===== src/rtl/rhb_pkg.sv =====
package rhb_pkg;
  typedef enum logic [1:0] {
    WALK_IDLE   = 2'd0,
    WALK_RETIRE = 2'd1,
    WALK_UNDO   = 2'd2
  } walk_e;
endpackage


===== src/rtl/rhb_store.sv =====
module rhb_store #(
  parameter int DEPTH  = 16,
  parameter int SEQ_W  = 16,
  parameter int AREG_W = 5,
  parameter int PREG_W = 7,
  localparam int PTR_W = (DEPTH > 1) ? $clog2(DEPTH) : 1,
  localparam int CNT_W = $clog2(DEPTH + 1)
) (
  input  logic              clk,
  input  logic              rst_n,
  input  logic              push_en,
  input  logic [SEQ_W-1:0]  push_seq,
  input  logic [AREG_W-1:0] push_areg,
  input  logic [PREG_W-1:0] push_new,
  input  logic [PREG_W-1:0] push_prev,
  input  logic              pop_old,
  input  logic              pop_young,
  output logic [SEQ_W-1:0]  old_seq,
  output logic [PREG_W-1:0] old_prev,
  output logic [SEQ_W-1:0]  yng_seq,
  output logic [AREG_W-1:0] yng_areg,
  output logic [PREG_W-1:0] yng_new,
  output logic [PREG_W-1:0] yng_prev,
  output logic              empty,
  output logic              full,
  output logic [CNT_W-1:0]  count
);
  // circular index arithmetic, valid for any DEPTH
  function automatic logic [PTR_W-1:0] ptr_up(input logic [PTR_W-1:0] p);
    return (int'(p) == DEPTH - 1) ? '0 : p + PTR_W'(1);
  endfunction

  function automatic logic [PTR_W-1:0] ptr_dn(input logic [PTR_W-1:0] p);
    return (p == '0) ? PTR_W'(DEPTH - 1) : p - PTR_W'(1);
  endfunction

  logic [SEQ_W-1:0]  seq_m  [DEPTH];
  logic [AREG_W-1:0] areg_m [DEPTH];
  logic [PREG_W-1:0] new_m  [DEPTH];
  logic [PREG_W-1:0] prev_m [DEPTH];

  logic [PTR_W-1:0] head_q, tail_q, yng_idx;
  logic [CNT_W-1:0] cnt_q;

  assign yng_idx  = ptr_dn(tail_q);
  assign empty    = (cnt_q == '0);
  assign full     = (cnt_q == CNT_W'(DEPTH));
  assign count    = cnt_q;
  assign old_seq  = seq_m[head_q];
  assign old_prev = prev_m[head_q];
  assign yng_seq  = seq_m[yng_idx];
  assign yng_areg = areg_m[yng_idx];
  assign yng_new  = new_m[yng_idx];
  assign yng_prev = prev_m[yng_idx];

  always_ff @(posedge clk) begin
    if (push_en) begin
      seq_m[tail_q]  <= push_seq;
      areg_m[tail_q] <= push_areg;
      new_m[tail_q]  <= push_new;
      prev_m[tail_q] <= push_prev;
    end
  end

  always_ff @(posedge clk) begin
    if (!rst_n) begin
      head_q <= '0;
      tail_q <= '0;
      cnt_q  <= '0;
    end else begin
      if (pop_old)        head_q <= ptr_up(head_q);
      if (push_en)        tail_q <= ptr_up(tail_q);
      else if (pop_young) tail_q <= yng_idx;
      cnt_q <= cnt_q + CNT_W'(push_en) - CNT_W'(pop_old) - CNT_W'(pop_young);
    end
  end
endmodule


===== src/rtl/rhb_walker.sv =====
module rhb_walker
  import rhb_pkg::*;
#(
  parameter int SEQ_W        = 16,
  parameter int AREG_W       = 5,
  parameter int PREG_W       = 7,
  parameter int SPECIAL_BASE = 96
) (
  input  logic              clk,
  input  logic              rst_n,
  input  logic              commit_valid,
  input  logic [SEQ_W-1:0]  commit_seq,
  input  logic              squash_valid,
  input  logic [SEQ_W-1:0]  squash_seq,
  input  logic              empty,
  input  logic              full,
  input  logic [SEQ_W-1:0]  old_seq,
  input  logic [PREG_W-1:0] old_prev,
  input  logic [SEQ_W-1:0]  yng_seq,
  input  logic [AREG_W-1:0] yng_areg,
  input  logic [PREG_W-1:0] yng_new,
  input  logic [PREG_W-1:0] yng_prev,
  output logic              pop_old,
  output logic              pop_young,
  output logic              free_valid,
  output logic [PREG_W-1:0] free_preg,
  output logic              restore_valid,
  output logic [AREG_W-1:0] restore_areg,
  output logic [PREG_W-1:0] restore_preg,
  output logic              mark_valid,
  output logic [PREG_W-1:0] mark_preg,
  output logic              busy,
  output logic              push_ready
);
  // a record is covered by a commit when its number does not exceed the target
  function automatic logic covered(input logic [SEQ_W-1:0] s, input logic [SEQ_W-1:0] t);
    return s <= t;
  endfunction

  // a record is beyond a squash point when strictly younger
  function automatic logic beyond(input logic [SEQ_W-1:0] s, input logic [SEQ_W-1:0] t);
    return s > t;
  endfunction

  function automatic logic special_reg(input logic [PREG_W-1:0] p);
    return int'(p) >= SPECIAL_BASE;
  endfunction

  walk_e            mode_q;
  logic [SEQ_W-1:0] tgt_q;
  logic             undo_step, retire_step;

  assign undo_step   = (mode_q == WALK_UNDO) && !squash_valid && !empty && beyond(yng_seq, tgt_q);
  assign retire_step = (mode_q == WALK_RETIRE) && !squash_valid && !empty && covered(old_seq, tgt_q);

  assign pop_young     = undo_step;
  assign pop_old       = retire_step;
  assign free_valid    = undo_step || retire_step;
  assign free_preg     = undo_step ? yng_new : old_prev;
  assign restore_valid = undo_step;
  assign restore_areg  = yng_areg;
  assign restore_preg  = yng_prev;
  assign mark_valid    = undo_step && special_reg(yng_new);
  assign mark_preg     = yng_new;
  assign busy          = (mode_q != WALK_IDLE);
  assign push_ready    = !full && (mode_q != WALK_UNDO) && !squash_valid;

  always_ff @(posedge clk) begin
    if (!rst_n) begin
      mode_q <= WALK_IDLE;
      tgt_q  <= '0;
    end else if (squash_valid) begin
      mode_q <= WALK_UNDO;
      tgt_q  <= squash_seq;
    end else if (mode_q == WALK_UNDO) begin
      if (!undo_step) mode_q <= WALK_IDLE;
    end else if (commit_valid) begin
      mode_q <= WALK_RETIRE;
      tgt_q  <= commit_seq;
    end else if (mode_q == WALK_RETIRE && !retire_step) begin
      mode_q <= WALK_IDLE;
    end
  end
endmodule


===== src/rtl/rename_history_buf.sv =====
module rename_history_buf #(
  parameter int DEPTH        = 16,
  parameter int SEQ_W        = 16,
  parameter int AREG_W       = 5,
  parameter int PREG_W       = 7,
  parameter int SPECIAL_BASE = 96
) (
  input  logic              clk,
  input  logic              rst_n,
  input  logic              push_valid,
  input  logic [SEQ_W-1:0]  push_seq,
  input  logic [AREG_W-1:0] push_areg,
  input  logic [PREG_W-1:0] push_new_preg,
  input  logic [PREG_W-1:0] push_prev_preg,
  output logic              push_ready,
  input  logic              commit_valid,
  input  logic [SEQ_W-1:0]  commit_seq,
  input  logic              squash_valid,
  input  logic [SEQ_W-1:0]  squash_seq,
  output logic              free_valid,
  output logic [PREG_W-1:0] free_preg,
  output logic              restore_valid,
  output logic [AREG_W-1:0] restore_areg,
  output logic [PREG_W-1:0] restore_preg,
  output logic              mark_valid,
  output logic [PREG_W-1:0] mark_preg,
  output logic              busy
);
  localparam int CNT_W = $clog2(DEPTH + 1);

  // internal events, named for the checker
  logic              push_acc, pop_old, pop_young, store_empty, store_full;
  logic [CNT_W-1:0]  rec_count;
  logic [SEQ_W-1:0]  old_seq, yng_seq;
  logic [PREG_W-1:0] old_prev, yng_new, yng_prev;
  logic [AREG_W-1:0] yng_areg;

  assign push_acc = push_valid && push_ready;

  rhb_store #(
    .DEPTH(DEPTH), .SEQ_W(SEQ_W), .AREG_W(AREG_W), .PREG_W(PREG_W)
  ) u_store (
    .clk(clk), .rst_n(rst_n),
    .push_en(push_acc), .push_seq(push_seq), .push_areg(push_areg),
    .push_new(push_new_preg), .push_prev(push_prev_preg),
    .pop_old(pop_old), .pop_young(pop_young),
    .old_seq(old_seq), .old_prev(old_prev),
    .yng_seq(yng_seq), .yng_areg(yng_areg), .yng_new(yng_new), .yng_prev(yng_prev),
    .empty(store_empty), .full(store_full), .count(rec_count)
  );

  rhb_walker #(
    .SEQ_W(SEQ_W), .AREG_W(AREG_W), .PREG_W(PREG_W), .SPECIAL_BASE(SPECIAL_BASE)
  ) u_walk (
    .clk(clk), .rst_n(rst_n),
    .commit_valid(commit_valid), .commit_seq(commit_seq),
    .squash_valid(squash_valid), .squash_seq(squash_seq),
    .empty(store_empty), .full(store_full),
    .old_seq(old_seq), .old_prev(old_prev),
    .yng_seq(yng_seq), .yng_areg(yng_areg), .yng_new(yng_new), .yng_prev(yng_prev),
    .pop_old(pop_old), .pop_young(pop_young),
    .free_valid(free_valid), .free_preg(free_preg),
    .restore_valid(restore_valid), .restore_areg(restore_areg), .restore_preg(restore_preg),
    .mark_valid(mark_valid), .mark_preg(mark_preg),
    .busy(busy), .push_ready(push_ready)
  );
endmodule


===== config.mk =====
export PLATFORM = sky130hd
export DESIGN_NAME = rename_history_buf
export DESIGN_NICKNAME = d
export VERILOG_FILES = /design/src/rtl/rhb_pkg.sv /design/src/rtl/rhb_store.sv /design/src/rtl/rhb_walker.sv /design/src/rtl/rename_history_buf.sv
export SDC_FILE = /design/constraint.sdc
export NUM_CORES = 1
export LEC_CHECK = 0
export ABC_AREA = 1
export BUFFER_PORTS_ARGS = -buffer_cell sky130_fd_sc_hd__buf_2
export CAP_MARGIN = 20
export CORE_MARGIN = 1.5
export CORE_UTILIZATION = 50
export DETAILED_ROUTE_END_ITERATION = 12
export MAX_ROUTING_LAYER = met4
export PLACE_DENSITY = 0.75
export SLEW_MARGIN = 20
export SYNTH_ARGS = -nofsm -noshare
export SYNTH_HDL_FRONTEND = slang
export SYNTH_SLANG_ARGS = --single-unit

===== constraint.sdc =====
create_clock -name clk -period 4.9 [get_ports clk]
set_input_delay 0.245 -clock clk [delete_from_list [all_inputs] [get_ports clk]]
set_output_delay 0.245 -clock clk [all_outputs]
set_load 0.005 [all_outputs]

==> results by group <==
Status
  • Status: completed

Route
  • Routed len/inst: roughly 23 µm
  • First-pass detailed-route iteration total: 6
  • DRT antenna net count: 0
  • DR vias/cell: 6.23
  • DRC marker count from the first detailed-route iteration: around 3400
  • DRC Markers: 0
  • Via count: roughly 23000
  • Final WL: roughly 82000 µm

Min path
  • Worst min-delay path category: in -> reg
  • Worst hold start: push_prev_preg[2]

Power and ir drop
  • Power Density: roughly 450 mW/mm²
  • Peak supply drop: 0.353 mV
  • Final total power: 14.7 mW
  • LEAKAGE: 11.8 nW

STA
  • Final-report hold violation count: 0
  • Clk_skew: between 0.04 and 0.05 ns
  • Final Hold Slack: ~0.03 ns
  • Tmin final: about 4.7 ns
  • Worst rel slew slack: a little over a fifth
  • F_max: 214 MHz
  • Final Slew Violations: 0
  • Slew @ Worst Pin: between 1 and 1.5 ns
  • Period utilization: 95.2%
  • # setup viols final: 0

Placed design
  • Post-DP HPWL: 46100 µm
  • Port bufs: about 100
  • Area of placed instances: about 0.03 mm²
  • Dpl cells: between 3000 and 4000
  • GP Congestion: 0.899

Synthesis
  • Top post-synthesis cells by area: edfxtp_1 60%, o21ai_0 8.0%, a21oi_1 4.5%, nand2_1 3.7%, nor2_1 3.1%
  • Post-synth top cells: 560 x edfxtp_1, 450 x o21ai_0, 274 x nand2_1, 250 x a21oi_1, 234 x nor2_1
  • Post-synth EDFFs: 560
  • Ys async rst share: 0%
  • Cell taking the most area after synthesis: edfxtp_1
  • Post-synthesis register bit count: 595
  • Mapped Area: 0.0280 mm²
  • Register area share after synthesis: between 60 and 70%
  • Yosys warns: 0
  • Post-synth top area share: about three fifths
  • Most frequent cell after synthesis: edfxtp_1
  • Library cells used by synthesis: 38
  • Synthesized area per cell: between 10 and 15 µm²
  • Gate Count Post-Synth: around 2700
  • Synth Net Count: between 2000 and 3000
  • Top FF cell, synth: edfxtp_1

GRT
  • Grt total ovfl: 0
  • Antenna violations before repair: 4
  • Vias in the first global route: between 20000 and 25000
  • First-pass GRT wire length: 122000 µm
  • Largest net degree at the start of global routing: between 100 and 150
  • Gr usage total: between 20% and 30%

Worst setup path
  • Slowest-stage cell, CP: fa_1
  • Crit-path max cell delay: 0.55 ns
  • Crit-path cells: inv_1 > ha_4 > nand2_4 > nand2_4 > clkbuf_16 > o21ai_0 > nand2_1 > o221ai_1 > nand2_1 > inv_1 > ha_1 > a21oi_1 > o21ai_0 > a31oi_1 > nand2_1 > nand2_2 > clkinv_1 > fa_1 > inv_1 > ha_1 > ha_1 > fa_1 > o21ai_0 > a21oi_1
  • R2R Path Start: u_store.tail_q[0]$_SDFFE_PN0P_
  • Critical Path End Type: flip-flop
  • R2r setup slk: 0.24 ns
  • CP Max Fanout: 24
  • Kind of critical path: reg -> reg
  • CP Data Required Time: between 5 and 6 ns
  • WP data arrival: 5.17 ns
  • Crit. Startpoint: u_store.tail_q[0]$_SDFFE_PN0P_
  • Setup crit start kind: flip-flop

Clocking
  • Clk buf depth: 3
  • Inserted Clock Buffers: 60
  • Setup bufs post-CTS: 0
  • H-tree lvl count: 2
  • CTS tree: built
  • Clock slew at reported path FFs: approximately 0.06 ns
  • Clock sink total: 595
  • Clk_lat worst skew: between 0.6 and 0.7 ns
  • Root buffer cell: clkbuf_16

Cells and area
  • Final core occ: 58.6%
  • Layout area overhead: 15.6%
  • Post-route cell area: 0.0324 mm²
  • Layout cells sized above 1: 11.4%
  • Final net count: ~2900
  • Non-Filler Instances: around 3600
  • Fillers: 4353

Floorplan
  • Die Area: 0.0575 mm²
  • Row count: 86
  • Initial Utilization: 50.7%
  • Die Width: about 240 µm
  • Die Y: approximately 240 µm
  • Core footprint: about 0.055 mm²
  • Top-level I/O count: between 100 and 150

Run
  • Max_cap viols: 0
worst max-delay path: cells and delay by family, from the launching register on:
family | cells | cell delay (ns)
flops | 1 | 0.33
buf+inv | 5 | 0.58
fa+ha+maj | 6 | 1.80
compound gates | 7 | 1.08
simple gates | 6 | 0.74
what timing repair did:
item	4_1_cts	5_1_grt
setup endpoints to repair	0	3
resized for setup	0	7
hold buffers	65	0
endpoints found under the hold margin	504	0
stage by stage:
step / worst slack (ns) / setup TNS, ns
after floorplan: 0.113 / 0
after global placement: 0.298 / 0
after detailed placement: 0.178 / 0
after CTS: 0.180 / 0
after global routing: -0.0979 / -0.129
final: 0.237 / 0
report_power, final:
part | switching, mW | leakage, nW | internal (mW)
sequential | 0.0537 | 5.33 | 5.69
clock | 1.99 | 1.00 | 2.78
combinational | 2.79 | 5.51 | 1.41
state kept, by name, indices dropped and copies added (netlist names), named ones only:
register        cells
u_walk.tgt_q       16
u_store.tail_q      4
u_store.new_m     112
u_walk.mode_q       2
u_store.seq_m     256
u_store.head_q      4
u_store.prev_m    112
u_store.count       5
u_store.areg_m     80
kinds of logic after synthesis:
kind of cell / synth area share (%)
DFF: 62.5
and+or+nand+nor: 9.65
AOI/OAI and AO/OA: 19.1
adders and majority gates: 2.15
buffers and inverters: 6.51
xor gates and xnor gates: 0.0937
final cells by class:
cell class | count | area [µm²] | share of cell area, %
flip-flops and latches | 595 | 17500 | 54.1
multi-input cells | 1671 | 8870 | 27.4
repair buffers | 253 | 2120 | 6.53
clock buffers | 68 | 1530 | 4.72
well taps | 748 | 936 | 2.89
inverters | 237 | 902 | 2.78
clock inverters | 43 | 527 | 1.62
diodes | 4 | 10.0 | 0.0309
path summary, 6_finish.rpt:
check | to | depth (start not counted)
worst max-delay path | u_store.count[3]$_SDFF_PN0_ | 24
worst min-delay path | u_store.prev_m[0][2]$_DFFE_PP_ | 1
worst max register to register | u_store.count[3]$_SDFF_PN0_ | 24
worst min register to register | flip-flop | 2
routing by layer:
layer	GRT usage, %	wire length (µm)
met3	5.16	9610
met5	-	0
met4	14.0	3750
met2	44.2	37400
met1	36.8	31300
layout by cell type, fill, tap and decap left out, types with 8 or more instances in the layout:
master / instances
edfxtp_1: 560
o21ai_0: 450
nand2_1: 271
a21oi_1: 250
inv_1: 228
nor2_1: 218
nand3_1: 129
o211ai_1: 114
buf_2: 102
clkbuf_16: 65
dlygate4sd3_1: 65
buf_4: 65
o221ai_1: 45
ha_1: 44
o22ai_1: 41
o21ai_1: 40
dfxtp_1: 31
a31oi_1: 17
nor2_4: 16
clkinv_2: 14
clkinv_1: 13
buf_12: 13
bufinv_16: 10
clkbuf_1: 8
Power figures use the tool's default switching activity.
